===== src/rtl/irq_nest_pkg.sv =====
package irq_nest_pkg;
  localparam int PRIO_W   = 7;
  localparam int PRIO_MAX = 99;
  localparam int LVL_W    = PRIO_W + 1;
  typedef logic [PRIO_W-1:0] prio_t;
  typedef logic [LVL_W-1:0]  lvl_t;
endpackage


===== src/rtl/irq_edge_latch.sv =====
module irq_edge_latch #(
  parameter int N_SRC = 8
) (
  input  logic             clk,
  input  logic             rst,
  input  logic [N_SRC-1:0] req_i,
  input  logic [N_SRC-1:0] clr_i,
  output logic [N_SRC-1:0] pend_o
);
  logic [N_SRC-1:0] req_q;

  always_ff @(posedge clk) begin
    if (rst) begin
      req_q  <= '0;
      pend_o <= '0;
    end else begin
      req_q  <= req_i;
      pend_o <= (pend_o & ~clr_i) | (req_i & ~req_q);
    end
  end
endmodule


===== src/rtl/irq_arbiter.sv =====
module irq_arbiter
  import irq_nest_pkg::*;
#(
  parameter int N_SRC = 8,
  parameter int IDX_W = 3
) (
  input  logic [N_SRC-1:0]        pend_i,
  input  logic [N_SRC*PRIO_W-1:0] prio_i,
  input  logic                    dis_i,
  input  logic                    thr_en_i,
  input  prio_t                   thr_i,
  input  lvl_t                    lvl_i,
  output logic                    hit_o,
  output logic [IDX_W-1:0]        idx_o,
  output lvl_t                    lvl_o
);
  prio_t best;

  always_comb begin
    hit_o = 1'b0;
    idx_o = '0;
    best  = '0;
    for (int i = 0; i < N_SRC; i++) begin
      prio_t p;
      logic  ok;
      p  = prio_i[i*PRIO_W +: PRIO_W];
      ok = pend_i[i] && !dis_i && !(thr_en_i && (p < thr_i)) &&
           (({1'b0, p} + LVL_W'(1)) > lvl_i);
      if (ok && (!hit_o || (p > best))) begin
        hit_o = 1'b1;
        idx_o = IDX_W'(i);
        best  = p;
      end
    end
    lvl_o = {1'b0, best} + LVL_W'(1);
  end
endmodule


===== src/rtl/irq_lvl_stack.sv =====
module irq_lvl_stack
  import irq_nest_pkg::*;
#(
  parameter int DEPTH = 8,
  parameter int SP_W  = 4,
  parameter int ADR_W = 3
) (
  input  logic            clk,
  input  logic            rst,
  input  logic            push_i,
  input  logic            pop_i,
  input  lvl_t            din_i,
  output lvl_t            top_o,
  output logic [SP_W-1:0] sp_o
);
  lvl_t            mem [DEPTH];
  logic [SP_W-1:0] sp_m1;
  logic [ADR_W-1:0] rd_adr, wr_adr;

  assign sp_m1  = sp_o - SP_W'(1);
  assign rd_adr = sp_m1[ADR_W-1:0];
  assign wr_adr = pop_i ? rd_adr : sp_o[ADR_W-1:0];
  assign top_o  = (sp_o == '0) ? '0 : mem[rd_adr];

  always_ff @(posedge clk) begin
    if (push_i) mem[wr_adr] <= din_i;
  end

  always_ff @(posedge clk) begin
    if (rst)                  sp_o <= '0;
    else if (push_i && !pop_i) sp_o <= sp_o + SP_W'(1);
    else if (pop_i && !push_i) sp_o <= sp_m1;
  end
endmodule


===== src/rtl/irq_nest_ctrl.sv =====
module irq_nest_ctrl
  import irq_nest_pkg::*;
#(
  parameter int N_SRC = 8,
  parameter int DEPTH = 8,
  localparam int IDX_W = (N_SRC > 1) ? $clog2(N_SRC) : 1,
  localparam int SP_W  = $clog2(DEPTH + 1),
  localparam int ADR_W = (DEPTH > 1) ? $clog2(DEPTH) : 1
) (
  input  logic                    clk,
  input  logic                    rst,
  input  logic [N_SRC-1:0]        req_i,
  input  logic [N_SRC*PRIO_W-1:0] prio_i,
  input  logic                    glob_dis_i,
  input  logic                    thr_en_i,
  input  logic [PRIO_W-1:0]       thr_i,
  input  logic                    rti_i,
  output logic                    take_o,
  output logic [IDX_W-1:0]        vec_o,
  output logic [LVL_W-1:0]        lvl_o,
  output logic [SP_W-1:0]         depth_o
);
  logic [N_SRC-1:0] pend, clr;
  logic             hit, pop, room, grant;
  logic [IDX_W-1:0] win_idx;
  lvl_t             win_lvl, top_lvl, lvl_eff;

  irq_edge_latch #(.N_SRC(N_SRC)) u_latch (
    .clk(clk), .rst(rst), .req_i(req_i), .clr_i(clr), .pend_o(pend)
  );

  assign pop     = rti_i && (depth_o != '0);
  assign lvl_eff = pop ? top_lvl : lvl_o;

  irq_arbiter #(.N_SRC(N_SRC), .IDX_W(IDX_W)) u_arb (
    .pend_i(pend), .prio_i(prio_i), .dis_i(glob_dis_i),
    .thr_en_i(thr_en_i), .thr_i(thr_i), .lvl_i(lvl_eff),
    .hit_o(hit), .idx_o(win_idx), .lvl_o(win_lvl)
  );

  assign room  = pop || (depth_o < SP_W'(DEPTH));
  assign grant = hit && room;

  generate
    for (genvar g = 0; g < N_SRC; g++) begin : g_clr
      assign clr[g] = grant && (win_idx == IDX_W'(g));
    end
  endgenerate

  irq_lvl_stack #(.DEPTH(DEPTH), .SP_W(SP_W), .ADR_W(ADR_W)) u_stack (
    .clk(clk), .rst(rst), .push_i(grant), .pop_i(pop),
    .din_i(lvl_eff), .top_o(top_lvl), .sp_o(depth_o)
  );

  always_ff @(posedge clk) begin
    if (rst) begin
      take_o <= 1'b0;
      vec_o  <= '0;
      lvl_o  <= '0;
    end else begin
      take_o <= grant;
      lvl_o  <= grant ? win_lvl : lvl_eff;
      if (grant) vec_o <= win_idx;
    end
  end
endmodule


===== config.mk =====
export PLATFORM = sky130hd
export DESIGN_NAME = irq_nest_ctrl
export DESIGN_NICKNAME = d
export VERILOG_FILES = /design/src/rtl/irq_nest_pkg.sv /design/src/rtl/irq_edge_latch.sv /design/src/rtl/irq_arbiter.sv /design/src/rtl/irq_lvl_stack.sv /design/src/rtl/irq_nest_ctrl.sv
export SDC_FILE = /design/constraint.sdc
export NUM_CORES = 1
export LEC_CHECK = 0
export CAP_MARGIN = 20
export CORE_ASPECT_RATIO = 0.75
export CORE_MARGIN = 2
export CORE_UTILIZATION = 45
export DETAILED_ROUTE_END_ITERATION = 10
export DONT_BUFFER_PORTS = 1
export SYNTH_ARGS = -nofsm -noshare
export SYNTH_HDL_FRONTEND = slang
export SYNTH_HIERARCHICAL = 1
export SYNTH_SLANG_ARGS = --single-unit

===== constraint.sdc =====
create_clock -name clk -period 18.93 [get_ports clk]
set_input_delay 2.8395 -clock clk [delete_from_list [all_inputs] [get_ports clk]]
set_output_delay 2.8395 -clock clk [all_outputs]
set_load 0.005 [all_outputs]

==> metrics.cfg, run 1 <==
[outcome]
status=completed

[floorplanning]
initial_utilization_pct=45.8
dieArea_um2=22600
fp.dieH_um=131
rows=46
chipWidth_um=173
io_pins=92
core_um2=21100

[pwr]
pwr-share-clk_pct=12.9
powerDensity_nw_per_um2=130
swShare_pct=45.9
pwr-share-comb_pct=62.2
p_int_uw=727
power_frac_seq_pct=24.9
leakagePower_nw=4.24
p_sw_uw=617
ir_drop_uv=65.4

[min_path]
hp-class=reg -> reg

[place]
io_buffer_count=0
placed_area_um2=9970
place.detailed.hpwl_um=22000
gp_routability_congestion=0.946

[setup_path]
cpMaxStageDelayCell=mux2_2
critPathMaxFanout=19
cp.arrival_ns=18.30
critPathLaunchType=input port
critical_path_class=in -> reg
critPathLaunch=rti_i
crit_path_end_kind=flop
slowest_delay_ns=0.50
crit_required_ns=19.23
r2r_slack_ns=1.46
endpoint=lvl_o[6]
timing.rr.start=u_stack/sp_o[0]
rr_endpoint=lvl_o[6]
cpMostUsedCell=ha_1
ff2ff_path_depth=82

[cts]
root_buffer=clkbuf_16
cts_tree=built
clock_latency_ns=0.36
h-tree-depth=3
clk_pin_slew_worst_paths_ns=0.07
cts_hold_buf=0
clockBufferDepth=2
cts-buffers-inserted=9
clock_sinks=96

[synthesis]
synth_top_family_by_area=adder cells
synth_warnings=6
synth_ff_type=edfxtp_1
synth_adder_area_share_pct=22.3
yosys.area.top_type=ha_1
syn_area_um2=9650
yosys.area_share.simple_pct=18.1
synth_cells=1027
syn_nets=1275
synth_area_leaders=ha_1 22%, edfxtp_1 20%, dfxtp_1 6.6%, mux4_2 3.7%, o21ai_0 3.1%
synth_cell_types=87
ys_seq_area_share_pct=26.5
synth-compound-area-share_pct=19.6
synth_edf_count=64
synth_xor_xnor_area_share_pct=4.36
async_flop_share_pct=0
syn_area_per_cell_um2=9.40
synth_seq_cells=96
yosysTopAreaCellShare_pct=22.3
synth.area.mux_share_pct=5.70

[grt]
grt_pass1_wl_um=44200
antenna_found_initial=0
grt_pass1_vias=7472
grt_max_degree=33
grt.total_usage_pct=25.5
use_met2_pct=38.8
use_met1_pct=38.2
grt.busiest_layer=met2
grt_overflow_total=0
use_met3_pct=4.72

[finish]
fin_nets=1279
utilization_pct=49.0
diodes=0
area_growth_pct=7.03
final_layout_size_suffix_gt1_share_pct=10.6
fin_area_um2=10300

[detailed_routing]
first_pass_iters=5
drtIter0Drc=834
ant_nets=0
drt-total-wl_um=28800
vias=8080
vias_per_cell=6.10
drc=0
wire_per_inst_um=21.7

[timing]
finalCritPeriodShare_pct=95.1
rsz0062_at_grt=false
drv_slew=0
max_slew.worst_pin.slew_ns=1.06
hold_ws_ns=0.483
max_freq_mhz=55.6
setup_viol=0
fin_skew_ns=0.0111
finalHoldViolCount=0
setup_tns_ns=0
period_minus_slack_ns=18.00
slew_headroom_pct=29.3

[job]
max_cap_violations=0

synth_stat cells (12+ instances only):
master    instances
ha_1            172
nand2_1          73
edfxtp_1         64
o21ai_0          59
inv_1            54
nor2_1           53
nand3_1          50
a21oi_1          49
dfxtp_1          32
xnor2_1          30
nand2b_1         27
nor2b_1          26
a21o_1           23
a31oi_1          22
o21a_1           22
nand4_1          19
nor3_1           19
and3_1           18
xor2_1           18
mux4_2           16
mux2_2           12
final cells by class:
type / count / area [µm²]
Timing Repair Buffer: 14 / 105
Fill cell: 2039 / 10700
Tap cell: 288 / 360
Clock inverter: 7 / 61.3
Inverter: 55 / 206
Multi-Input combinational cell: 855 / 6810
Clock buffer: 9 / 225
Sequential cell: 96 / 2570
placed cells by master (no fill, tap or decap), types with 4 or more instances in the layout:
cell / count
clkbuf_16: 9
o21a_1: 22
o211ai_1: 9
and3_1: 18
nor3_1: 19
a21oi_2: 12
nor2_1: 52
or2_2: 5
mux2i_1: 4
nand4_1: 19
edfxtp_1: 64
o21bai_1: 6
mux4_2: 16
nand2_1: 73
ha_1: 170
xor2_1: 18
o21ai_1: 4
a31oi_1: 22
or3_1: 5
and2b_1: 6
a211oi_1: 4
o211a_1: 5
and2_1: 5
a21o_1: 23
nand2b_1: 27
mux2_2: 12
xnor2_1: 30
nor2b_1: 26
nor3b_1: 7
inv_1: 54
o21ai_0: 59
a21oi_1: 48
a22oi_1: 5
dfxtp_1: 31
buf_4: 14
o31ai_1: 4
nand3_1: 50
stage by stage:
step           instances  worst slack, ns  total power, mW
6_report            1324            0.929             1.34
5_1_grt             1324           0.0355             1.46
4_1_cts             1320            0.520             1.33
3_5_place_dp        1304            0.285             1.15
3_3_place_gp        1304            0.591             1.15
2_1_floorplan       1027             1.47            0.927
power by group through the flow:
| stage | Sequential [mW] | Clock, mW | Combinational, mW |
|---|---|---|---|
| floorplan | 0.316 | 0 | 0.611 |
| global placement | 0.339 | 0 | 0.806 |
| detailed placement | 0.340 | 0 | 0.814 |
| CTS | 0.335 | 0.178 | 0.818 |
| global route | 0.339 | 0.186 | 0.932 |
| finish | 0.334 | 0.174 | 0.836 |
worst max-delay path: cells and delay by family:
| kind | cells | cell delay [ns] |
|---|---|---|
| and+or+nand+nor | 17 | 2.46 |
| adders and majority gates | 9 | 2.70 |
| AOI/OAI and AO/OA | 43 | 8.24 |
| buffers and inverters | 5 | 0.70 |
| muxes | 3 | 1.24 |
| xor gates and xnor gates | 1 | 0.10 |
routing by layer:
layer / wire [µm] / part of all wire (%)
met1: 14200 / 49
met2: 12200 / 42
met3: 2180 / 7.6
met4: 248 / 0.86
met5: 0 / 0
how the worst min path moves through the flow:
stage                 startpoint                 to  slack [ns]  cells after the start
6_report       u_latch/pend_o[6]  u_latch/pend_o[6]        0.48                      2
5_1_grt        u_latch/pend_o[7]  u_latch/pend_o[7]        0.51                      2
4_1_cts        u_latch/pend_o[5]  u_latch/pend_o[5]        0.48                      2
3_5_place_dp   u_latch/pend_o[5]  u_latch/pend_o[5]        0.47                      2
3_3_place_gp   u_latch/pend_o[5]  u_latch/pend_o[5]        0.47                      2
2_1_floorplan  u_latch/pend_o[5]  u_latch/pend_o[5]        0.46                      2
state kept, by name, indices dropped and copies added, names as in the netlist:
signal,count
vec_o,3
u_latch/pend_o,8
take_o,1
lvl_o,8
u_latch/req_q,8
u_stack/mem,64
u_stack/sp_o,4
what timing repair did:
item	CTS	global route
gates resized for setup	0	11
buffers inserted	0	4
endpoints found under the setup margin	0	19
cells by family after synthesis:
| family | after synthesis |
|---|---|
| simple gates | 332 |
| buf+inv | 76 |
| compound gates | 270 |
| flops | 96 |
| mux | 33 |
| fa+ha+maj | 172 |
| xor+xnor | 48 |
Power figures use the tool's default switching activity.
==> inputs of run 2 (changes only) <==
--- a/config.mk
+++ b/config.mk
@@ -11,6 +11,7 @@
 export CORE_UTILIZATION = 45
 export DETAILED_ROUTE_END_ITERATION = 10
 export DONT_BUFFER_PORTS = 1
+export PLACE_DENSITY = 0.66
 export SYNTH_ARGS = -nofsm -noshare
 export SYNTH_HDL_FRONTEND = slang
 export SYNTH_HIERARCHICAL = 1
==> run 2 against run 1 <==
Net effect:
- sequential power shrank 2%
- total power grew 2.7%
- non-clock buffer count increased by 1
- critical path depth down 1
- register-to-register slack got worse by 0.08 ns
- setup slack improved by 0.17 ns
- global-route usage grew 0.56 points
- cell area rose by 0.42%
- combinational power rose by 3.6%
- fmax up 0.98%
- first-iteration DRC count is 6.6% higher
==> metrics.cfg, run 2 (synthesized netlist as in run 1, its figures left out) <==
[finish]
utilization_pct=49.2  ; +0.21 points
fin_cells=1326  ; +0.15%
layout_common_cells=171 x ha_1, 73 x nand2_1, 64 x edfxtp_1
layout_commonest_cell=ha_1
top_register=u_stack/mem
final_layout_size_suffix_gt1_share_pct=10.6  ; about the same
nFillCells=1969  ; -3.4%
area_growth_pct=7.48
fin_area_um2=10400  ; +0.42%
largest_reg_flops=64  ; unchanged
fin_nets=1280  ; +0.078%

[outcome]
status=completed

[timing]
finalHoldViolCount=0  ; unchanged
worst_slack_ns=1.10  ; +0.174 ns
setup_tns_ns=0  ; unchanged
setup_viol=0  ; unchanged
hold_ws_ns=0.482  ; -0.000366 ns
drv_slew=0  ; unchanged
max_freq_mhz=56.1  ; +0.98%
period_minus_slack_ns=17.83  ; -0.174 ns
finalCritPeriodShare_pct=94.2  ; -0.92 points
fin_skew_ns=0.00785  ; -0.00323 ns
slew_headroom_pct=32.1  ; +2.8 points
max_slew.worst_pin.slew_ns=1.01  ; -0.0420 ns
rsz0062_at_grt=false

[setup_path]
critPathLaunchType=input port
crit_path_end_kind=flop
cp.arrival_ns=18.12  ; -0.18 ns
cpMaxStageDelayCell=mux2_2
critical_path_class=in -> reg
cpMostUsedCell=ha_1
slowest_delay_ns=0.50  ; about the same
critPathMaxFanout=19  ; unchanged
crit_required_ns=19.23  ; about the same

[detailed_routing]
ant_nets=0  ; unchanged
first_pass_iters=5  ; unchanged
wire_per_inst_um=22.3  ; +2.4%
drtIter0Drc=889  ; +6.6%
vias=8194  ; +1.4%
vias_per_cell=6.18  ; +1.3%
drc=0  ; unchanged
drt-total-wl_um=29500  ; +2.6%

[cts]
clock_sinks=96  ; unchanged
cts_hold_buf=0  ; unchanged
h-tree-depth=3  ; unchanged
clk_pin_slew_worst_paths_ns=0.07  ; about the same
clock_latency_ns=0.35  ; about the same
clockBufferDepth=2  ; unchanged
root_buffer=clkbuf_16
cts-buffers-inserted=9  ; unchanged
cts_tree=built

[floorplanning]
core_um2=21100  ; unchanged
chipWidth_um=173  ; unchanged
fp.dieH_um=131  ; unchanged
rows=46  ; unchanged
initial_utilization_pct=45.8  ; unchanged
io_pins=92  ; unchanged
dieArea_um2=22600  ; unchanged

[min_path]
hp-class=reg -> reg

[pwr]
ir_drop_uv=65.1  ; -0.34%
leakagePower_nw=4.27  ; +0.51%
powerDensity_nw_per_um2=133  ; +2.3%
finalPower_mw=1.38  ; +2.7%

[place]
placed_area_um2=9970  ; about the same
place.detailed.hpwl_um=22500  ; +2.2%
pre_cts_ws_ns=0.356  ; +0.0710 ns
placedCellCount=1305  ; +0.077%
gp_routability_congestion=0.986  ; +4.2%
io_buffer_count=0  ; unchanged

[grt]
antenna_found_initial=2  ; +2
grt.total_usage_pct=26.1  ; +0.56 points
grt_overflow_total=0  ; unchanged
grt_max_degree=33  ; unchanged
grt_pass1_wl_um=45200  ; +2.3%
grt_pass1_vias=7640  ; +2.2%

[job]
max_cap_violations=0  ; unchanged

## run 2: changes by cell type in the layout (fill, tap and decap cells not counted), sizes merged
cell,delta
clkinvlp,-1
bufinv,+1
buf,+1
diode,+1
## run 2: final timing paths
| path | endpoint | depth (start not counted) | from | slack [ns] |
|---|---|---|---|---|
| max | lvl_o[6] | 77 | rti_i | 1.10 |
| min | u_latch/pend_o[3] | 2 | u_latch/req_q[3] | 0.48 |
| max reg2reg | lvl_o[6] | 82 | u_stack/sp_o[0] | 1.38 |
| min reg2reg | u_latch/pend_o[3] | 2 | u_latch/req_q[3] | 0.48 |
## run 2: layout make-up
| class | count | area (µm²) | share of cell area (%) |
|---|---|---|---|
| multi-input cells | 855 | 6820 | 65.7 |
| flip-flops and latches | 96 | 2560 | 24.7 |
| well taps | 288 | 360 | 3.47 |
| clock buffers | 9 | 225 | 2.17 |
| inverters | 55 | 206 | 1.99 |
| repair buffers | 15 | 113 | 1.09 |
| clock inverters | 7 | 86.3 | 0.832 |
| diodes | 1 | 2.50 | 0.0241 |
## run 2: repair_timing
action	in CTS	in global routing
endpoints found under the hold margin	0	0
setup buffers	0	4
gates resized for setup	0	11
endpoints found under the setup margin	0	13
## run 2: power by group
part / switching (mW) / internal [mW] / leakage [nW]
sequential: 0.0281 / 0.298 / 0.856
clock: 0.0843 / 0.105 / 0.150
combinational: 0.527 / 0.339 / 3.26
total: 0.639 / 0.743 / 4.27
## run 2: critical path: cells and delay by family
kind            cells  cell delay [ns]
compound gates     41             8.03
xor+xnor            1             0.10
fa+ha+maj           9             2.72
buf+inv             4             0.56
mux                 2             0.91
simple gates       20             2.91
## run 2: metal layers
metal	wire (µm)	GRT usage, %
met1	14000	37.8
met3	2740	5.87
met4	550	5.63
met2	12200	39.9
met5	0	0
